===== config.mk =====
export PLATFORM = sky130hd
export DESIGN_NAME = pio_bank
export DESIGN_NICKNAME = d
export VERILOG_FILES = /design/src/rtl/pio_pkg.sv /design/src/rtl/pio_attr.sv /design/src/rtl/pio_infilter.sv /design/src/rtl/pio_padmux.sv /design/src/rtl/pio_bank.sv
export SDC_FILE = /design/constraint.sdc
export NUM_CORES = 1
export LEC_CHECK = 0
export CORE_ASPECT_RATIO = 1.25
export CORE_MARGIN = 2
export CORE_UTILIZATION = 55
export CTS_CLUSTER_DIAMETER = 40
export CTS_CLUSTER_SIZE = 8
export DETAILED_ROUTE_END_ITERATION = 16
export DONT_BUFFER_PORTS = 1
export PLACE_DENSITY = 0.8
export SETUP_SLACK_MARGIN = 0.05
export SYNTH_ARGS = -nofsm -noshare
export SYNTH_HDL_FRONTEND = slang
export SYNTH_HIERARCHICAL = 1
export SYNTH_SLANG_ARGS = --single-unit

===== constraint.sdc =====
create_clock -name clk -period 1.4 [get_ports clk]
set_input_delay 0.07 -clock clk [delete_from_list [all_inputs] [get_ports clk]]
set_output_delay 0.07 -clock clk [all_outputs]
set_load 0.02 [all_outputs]

===== src/rtl/pio_pkg.sv =====
package pio_pkg;
  localparam int NUM_ATTR = 8;
  localparam int ATT_OWN  = 0;
  localparam int ATT_DIR  = 1;
  localparam int ATT_FLT  = 2;
  localparam int ATT_DAT  = 3;
  localparam int ATT_OD   = 4;
  localparam int ATT_PU   = 5;
  localparam int ATT_WM   = 6;
  localparam int ATT_IM   = 7;
  localparam int ADR_EVT  = 3 * NUM_ATTR;
  localparam int ADR_LVL  = 3 * NUM_ATTR + 1;
endpackage


===== src/rtl/pio_attr.sv =====
module pio_attr #(
  parameter int W = 32,
  parameter bit HAS_DIRECT = 1'b0
) (
  input  logic         clk,
  input  logic         rst_n,
  input  logic         set_we,
  input  logic         clr_we,
  input  logic         dir_we,
  input  logic [W-1:0] wdata,
  input  logic [W-1:0] mask,
  output logic [W-1:0] stat
);
  logic [W-1:0] direct_val;

  generate
    if (HAS_DIRECT) begin : g_direct
      assign direct_val = (stat & ~mask) | (wdata & mask);
    end else begin : g_plain
      assign direct_val = stat;
    end
  endgenerate

  always_ff @(posedge clk or negedge rst_n) begin
    if (!rst_n)      stat <= '0;
    else if (set_we) stat <= stat | wdata;
    else if (clr_we) stat <= stat & ~wdata;
    else if (dir_we) stat <= direct_val;
  end

  // bits written to the set address are present afterwards
  a_r2_set_bits: assert property (@(posedge clk) disable iff (!rst_n)
    set_we |=> ((stat & $past(wdata)) == $past(wdata)));
  // bits written to the clear address are gone afterwards
  a_r2_clr_bits: assert property (@(posedge clk) disable iff (!rst_n)
    (clr_we && !set_we) |=> ((stat & $past(wdata)) == '0));
  // a direct write leaves unmasked bits untouched
  a_r6_masked_write: assert property (@(posedge clk) disable iff (!rst_n)
    (dir_we && !set_we && !clr_we) |=> (((stat ^ $past(stat)) & ~$past(mask)) == '0));
endmodule


===== src/rtl/pio_infilter.sv =====
module pio_infilter #(
  parameter int W = 32
) (
  input  logic         clk,
  input  logic         rst_n,
  input  logic [W-1:0] pin_in,
  input  logic [W-1:0] flt_en,
  input  logic         evt_clr,
  output logic [W-1:0] level,
  output logic [W-1:0] evt
);
  logic [W-1:0] s1_q, s2_q, prev_q, lvl_nxt, chg;

  assign lvl_nxt = (~flt_en & s2_q)
                 | ( flt_en & ~(s2_q ^ prev_q) & s2_q)
                 | ( flt_en &  (s2_q ^ prev_q) & level);
  assign chg = lvl_nxt ^ level;

  always_ff @(posedge clk or negedge rst_n) begin
    if (!rst_n) begin
      s1_q   <= '0;
      s2_q   <= '0;
      prev_q <= '0;
      level  <= '0;
      evt    <= '0;
    end else begin
      s1_q   <= pin_in;
      s2_q   <= s1_q;
      prev_q <= s2_q;
      level  <= lvl_nxt;
      evt    <= (evt_clr ? '0 : evt) | chg;
    end
  end

  // a filtered pin only moves when the two prior samples agreed
  a_r8_filter_agree: assert property (@(posedge clk) disable iff (!rst_n)
    ((level ^ $past(level)) & $past(flt_en) & ($past(s2_q) ^ $past(prev_q))) == '0);
  // every level change is recorded as an event
  a_r9_change_latched: assert property (@(posedge clk) disable iff (!rst_n)
    ((level ^ $past(level)) & ~evt) == '0);
endmodule


===== src/rtl/pio_padmux.sv =====
module pio_padmux #(
  parameter int W = 32
) (
  input  logic [W-1:0] own,
  input  logic [W-1:0] dir,
  input  logic [W-1:0] dat,
  input  logic [W-1:0] od,
  input  logic [W-1:0] per_out,
  input  logic [W-1:0] per_oe,
  output logic [W-1:0] pad_out,
  output logic [W-1:0] pad_oe
);
  for (genvar i = 0; i < W; i++) begin : g_pin
    logic drv_out, drv_oe;
    assign drv_out   = od[i] ? 1'b0 : dat[i];
    assign drv_oe    = dir[i] & ~(od[i] & dat[i]);
    assign pad_out[i] = own[i] ? drv_out : per_out[i];
    assign pad_oe[i]  = own[i] ? drv_oe  : per_oe[i];
  end
endmodule


===== src/rtl/pio_bank.sv =====
module pio_bank #(
  parameter int W  = 32,
  parameter int AW = 5
) (
  input  logic          clk,
  input  logic          rst_n,
  input  logic          bus_wr,
  input  logic          bus_rd,
  input  logic [AW-1:0] bus_addr,
  input  logic [W-1:0]  bus_wdata,
  output logic [W-1:0]  bus_rdata,
  input  logic [W-1:0]  pin_in,
  input  logic [W-1:0]  per_out,
  input  logic [W-1:0]  per_oe,
  output logic [W-1:0]  pad_out,
  output logic [W-1:0]  pad_oe,
  output logic [W-1:0]  pad_pu,
  output logic          irq
);
  import pio_pkg::*;

  logic [W-1:0] stat [NUM_ATTR];
  logic [W-1:0] level, evt;
  logic         evt_clr;

  for (genvar g = 0; g < NUM_ATTR; g++) begin : g_attr
    logic set_we, clr_we, dir_we;
    assign set_we = bus_wr && (bus_addr == AW'(3 * g));
    assign clr_we = bus_wr && (bus_addr == AW'(3 * g + 1));
    assign dir_we = bus_wr && (bus_addr == AW'(3 * g + 2));
    pio_attr #(.W(W), .HAS_DIRECT(g == ATT_DAT)) u_attr (
      .clk    (clk),
      .rst_n  (rst_n),
      .set_we (set_we),
      .clr_we (clr_we),
      .dir_we (dir_we),
      .wdata  (bus_wdata),
      .mask   (stat[ATT_WM]),
      .stat   (stat[g])
    );
  end

  assign evt_clr = bus_rd && (bus_addr == AW'(ADR_EVT));

  pio_infilter #(.W(W)) u_in (
    .clk     (clk),
    .rst_n   (rst_n),
    .pin_in  (pin_in),
    .flt_en  (stat[ATT_FLT]),
    .evt_clr (evt_clr),
    .level   (level),
    .evt     (evt)
  );

  pio_padmux #(.W(W)) u_pad (
    .own     (stat[ATT_OWN]),
    .dir     (stat[ATT_DIR]),
    .dat     (stat[ATT_DAT]),
    .od      (stat[ATT_OD]),
    .per_out (per_out),
    .per_oe  (per_oe),
    .pad_out (pad_out),
    .pad_oe  (pad_oe)
  );

  assign pad_pu = stat[ATT_PU];
  assign irq    = |(evt & stat[ATT_IM]);

  always_comb begin
    bus_rdata = '0;
    for (int k = 0; k < NUM_ATTR; k++) begin
      if (bus_addr == AW'(3 * k + 2)) bus_rdata = stat[k];
    end
    if (bus_addr == AW'(ADR_EVT)) bus_rdata = evt;
    if (bus_addr == AW'(ADR_LVL)) bus_rdata = level;
  end

  // an event read with no new change leaves the event register empty
  a_r9_read_clears: assert property (@(posedge clk) disable iff (!rst_n)
    evt_clr |=> ((evt & ~(level ^ $past(level))) == '0));
endmodule


==> impl_metrics.ini, run 1 <==
[status]
status = complete, but fails checks
violations = negative hold slack, max-slew violations, negative setup slack

[detailed_routing]
starting_drc_count_in_detailed_routing = 2471
detail-route-antenna-nets = 0
routed_via_density = 6.92
routed_wirelength_um = 95600
routed_len_inst_um = 30.8
number_of_vias_in_the_routed_layout = 21500
route.detailed.drc = 0
first_pass_iters = 6

[layout]
finish.net_count = 2718
flow.area_growth_from_synthesis_pct = 41.2
final.fill_count = 2352
core_util_final_pct = 78.4
drive_above_1_share_pct = 34.6
multiInputGateArea_sq_mm = 0.0108
layout.area.seq_sq_mm = 0.0105

[worst_setup_path]
critical_path_class = reg2out
start_kind = register
crit_fanout = 2
timing.critical_path.cells = a21o_1, a222oi_1, and3_1, o21ai_4
crit_arrival_ns = 2.21
cp-end-kind = output pin
worst_path_largest_cell_delay_ns = 0.63
timing.critical_path.slowest_stage_cell = a222oi_1
cp_data_required_time_ns = 1.33

[grt]
grt_pass1_wl_um = 138000
gr-usage-met3_pct = 11.7
grt_util_met1_pct = 52.5
grt_antenna_before_repair = 6
grt_pass1_vias = 21900
grtUsageMet2_pct = 76.5
busiest_layer = met2
global_route.usage.total_pct = 47.8
overflow = 0
grt_start_max_net_pins = 417

[place]
port_buffers = 0
gp_routability_congestion = 1.03
dp_hpwl_um = 63200

[power]
clk_network_pwr_share_pct = 39.9
p_sw_mw = 12.3
cell_leakage_power_nw = 13.3
ir_worst_vdd_mv = 1.02
internal_power_component_mw = 28.2
seq_power_share_pct = 39.0
pwr-share-comb_pct = 21.2
power.density_cell_area_mw_per_mm2 = 1360
switching_share_pct = 30.4
power_after_layout_mw = 40.5

[timing]
fin_worst_skew_ns = 0.0184
timing.final.crit_period_ns = 2.28
setup_viol_count_final = 98
postLayoutSetupSlackWorst_ns = -0.882
final.hold.worst_slack_ns = -0.823
clock.fmax_ghz = 0.438
final_max_slew_viol_count = 27
layout_worst_path_cycle_share_pct = 163
worst_slew_margin_rel_pct = -0.787
rsz0062_at_grt = true
hold_violations = 416
slew_at_the_pin_with_the_worst_max_slew_slack_ns = 1.51

[hold_path]
worstHoldPathType = in2async

[clock_tree]
clock_tree_from_tritoncts = yes
cts_root_buffer = clkbuf_16
htree_num_levels = 3
ctsLongestPathBuffers = 3
clock-sinks = 416
hold_buffers = 68
clk_transition_reported_paths_ns = 0.05
cts_made_buffers = 69
insertion_delay_ns = 0.61

[yosys]
yosys_warnings = 6
synthCells = 2031
synthesis.area_per_instance_sq_um = 10.4
syn-num-nets = 2168
mappedNetlistArea_sq_mm = 0.0210

[floorplanning]
io_pins = 266
initial_core_util_pct = 55.5
dieWidth_um = 179
die-height_um = 223
core_ar_sq_mm = 0.0379
overall_die_area_sq_mm = 0.0399
rows = 80

[job]
maxCapViolCount = 0
==> layout make-up <==
type / instances / share of cell area [%]
antenna: 3 / 0.0253
clock buffer: 80 / 6.08
clock inverter: 17 / 1.11
inverter: 71 / 0.897
multi-input combinational: 1428 / 36.2
sequential: 416 / 35.2
tap: 492 / 2.07
timing repair buffer: 595 / 18.4
==> power by group through the flow <==
stage,clock (mW),combinational [mW],sequential [mW]
5_1_grt,16.8,8.93,15.7
2_1_floorplan,0,3.46,15.2
4_1_cts,16.1,7.98,15.5
3_3_place_gp,0,6.62,15.5
6_report,16.1,8.56,15.8
3_5_place_dp,0,6.81,15.6
==> through the flow <==
step	cells	setup TNS, ns	hold WS (ns)	worst slack [ns]	instance area (sq um)
floorplan	2031	-13.73	-0.226	-0.174	21600
global placement	2885	-23.54	-0.216	-0.395	25300
detailed placement	2885	-26.09	-0.214	-0.437	25300
CTS	3070	-31.85	-0.840	-0.893	29200
global route	3102	-36.17	-0.838	-0.918	29700
finish	3102	-33.37	-0.823	-0.882	29700
==> worst paths after layout <==
check                              start  slack [ns]  depth (start not counted)            end
hold / removal                     rst_n       -0.82                          0      async pin
setup / recovery                register       -0.88                          4  bus_rdata[13]
hold reg to reg            u_in/s1_q[24]        0.34                          0  u_in/s2_q[24]
setup reg to reg                register       -0.01                          6       register
min in group clk               pin_in[1]        0.02                          1   u_in/s1_q[1]
max in group asynchronous          rst_n        0.89                          0      async pin
==> metal layers <==
layer	share of wire (%)	vias up	wire [um]
met3	9.5	578	9110
met5	0.027	-	26
met1	33	10500	31700
li1	-	8715	-
met2	47	1619	44500
met4	11	4	10300
==> critical path, delay by kind of cell, from the launching register on <==
kind / cells / cell delay [ns]
AND/OR/NAND/NOR: 1 / 0.31
flip-flops: 1 / 0.40
AO/OA/AOI/OAI: 3 / 0.90
==> cell usage in the layout (no fill, tap or decap), types with 68 or more instances in the layout <==
master	count
a21oi_1	87
a22o_1	280
buf_4	392
buf_6	98
clkbuf_16	69
dfrtp_1	371
dlygate4sd3_1	68
inv_1	71
nand2_1	267
nand2b_1	72
nor2b_1	75
==> what timing repair did <==
| action | CTS | global route |
|---|---|---|
| setup endpoints to repair | 97 | 97 |
| gates resized for setup | 260 | 78 |
| hold endpoints to repair | 704 | 416 |
| cloned | 0 | 0 |
| pin swaps | 72 | 36 |
| setup buffers | 39 | 39 |
Power figures use the tool's default switching activity.
==> run 2: changes to the inputs <==
- PLACE_DENSITY: 0.8 -> 0.77
- clock period: 1.4 -> 2.9 ns (I/O delays scaled with it)
==> impl_metrics.ini, run 2 (synthesis gave the netlist of run 1 again) <==
[floorplanning]
rows = 80
initial_core_util_pct = 55.5
overall_die_area_sq_mm = 0.0399
io_pins = 266
die-height_um = 223
core_ar_sq_mm = 0.0379
dieWidth_um = 179

[layout]
layout_commonest_cell = dfrtp_1
drive_above_1_share_pct = 12.0
finalNonFillerCells = 2672
flow.area_growth_from_synthesis_pct = 15.8
diodes = 0
most-common-layout-cells = dfrtp_1, a22o_1, nand2_1
finish.net_count = 2296
core_util_final_pct = 64.3

[grt]
grt_start_max_net_pins = 417
grt_pass1_wl_um = 114000
global_route.usage.total_pct = 38.7
overflow = 0
grt_pass1_vias = 18900
grt_antenna_before_repair = 0

[place]
gp_routability_congestion = 0.977
dp_hpwl_um = 49600
dp_cells = 2518
port_buffers = 0

[detailed_routing]
routed_wirelength_um = 77500
routed_len_inst_um = 29.0
route.detailed.drc = 0
detail-route-antenna-nets = 0
number_of_vias_in_the_routed_layout = 19100
first_pass_iters = 8
starting_drc_count_in_detailed_routing = 2714
routed_via_density = 7.16

[timing]
fin_worst_skew_ns = 0.0152
clock.fmax_ghz = 0.367
setup_tns_ns = 0
slew_at_the_pin_with_the_worst_max_slew_slack_ns = 1.38
layout_worst_path_cycle_share_pct = 93.8
final.hold.worst_slack_ns = -0.734
worst_slew_margin_rel_pct = 7.73
rsz0062_at_grt = false
setup_viol_count_final = 0
final_max_slew_viol_count = 0
hold_violations = 416
timing.final.crit_period_ns = 2.72

[clock_tree]
clk_transition_reported_paths_ns = 0.05
insertion_delay_ns = 0.58
htree_num_levels = 3
postCtsSetupRepairBufs = 0
clock_tree_from_tritoncts = yes
cts_root_buffer = clkbuf_16
cts_made_buffers = 67
ctsLongestPathBuffers = 3
hold_buffers = 64
clock-sinks = 416

[worst_setup_path]
crit_fanout = 5
cp_data_required_time_ns = 2.76
cp-end-kind = output pin
start_kind = register
crit_arrival_ns = 2.58
critical_path_class = reg2out

[power]
cell_leakage_power_nw = 10.7
ir_worst_vdd_mv = 0.576
power.density_cell_area_mw_per_mm2 = 704

[hold_path]
worstHoldPathType = in2async

[status]
status = complete, but fails checks
violations = negative hold slack

[job]
maxCapViolCount = 0
## run 2: cell count changes in the layout (fill, tap and decap cells not counted), sizes merged
| cell | previous run | this run |
|---|---|---|
| buf | 527 | 111 |
| bufinv | 5 | 2 |
| diode | 3 | 0 |
| clkbuf | 80 | 81 |
| inv | 73 | 72 |
| clkinv | 9 | 6 |
| clkinvlp | 1 | 0 |
| dlygate4sd3 | 68 | 64 |
## run 2: layout make-up
type	count	area, sq um
fill	2927	13600
sequential	416	10400
multi-input combinational	1428	9620
clock buffer	81	1870
timing repair buffer	175	1490
tap	492	616
inverter	71	267
clock inverter	9	106
## run 2: report_power, final
part	total [mW]	internal (mW)	switching, mW
clock	7.30	4.65	2.64
sequential	7.71	6.56	1.15
combinational	2.16	1.08	1.08
total	17.2	12.3	4.87
## run 2: layer usage
layer  track usage, %  vias up  part of all wire (%)
li1                 -     7848                     -
met1             50.0     9444                    37
met2             57.9     1487                    45
met3             10.0      364                    12
met4             24.2        0                   6.6
met5                0        -                     0
## run 2: repair_timing
action,4_1_cts,5_1_grt
gates resized for setup,0,0
setup endpoints to repair,0,0
endpoints found under the hold margin,704,416
## run 2: final timing paths
path	slack, ns	startpoint	cells past startpoint	endpoint
worst max-delay path	0.18	register	6	bus_rdata[31]
worst min-delay path	-0.73	rst_n	0	u_in/s2_q[17]
worst max register to register	1.78	register	2	u_in/evt[3]
worst min register to register	0.34	u_in/s1_q[31]	0	u_in/s2_q[31]
max in group asynchronous	2.51	rst_n	0	async pin
min in group clk	0.03	bus_wdata[31]	3	register
## run 2: worst max-delay path: stages (launching register included)
cell and delay [ns]:
dfrtp_1 0.48, inv_1 0.06, or4_1 0.53, a32oi_1 0.24, o21ai_1 0.11, a21oi_1 0.35
buf_4 0.22
## run 2: metrics by stage
| stage | cell area (sq um) | power [mW] | setup WS, ns |
|---|---|---|---|
| after floorplan | 21000 | 8.95 | 0.975 |
| after global placement | 21800 | 9.57 | 0.624 |
| after detailed placement | 21800 | 9.67 | 0.590 |
| after CTS | 24400 | 17.1 | 0.238 |
| after global routing | 24400 | 17.7 | 0.145 |
| final | 24400 | 17.2 | 0.179 |
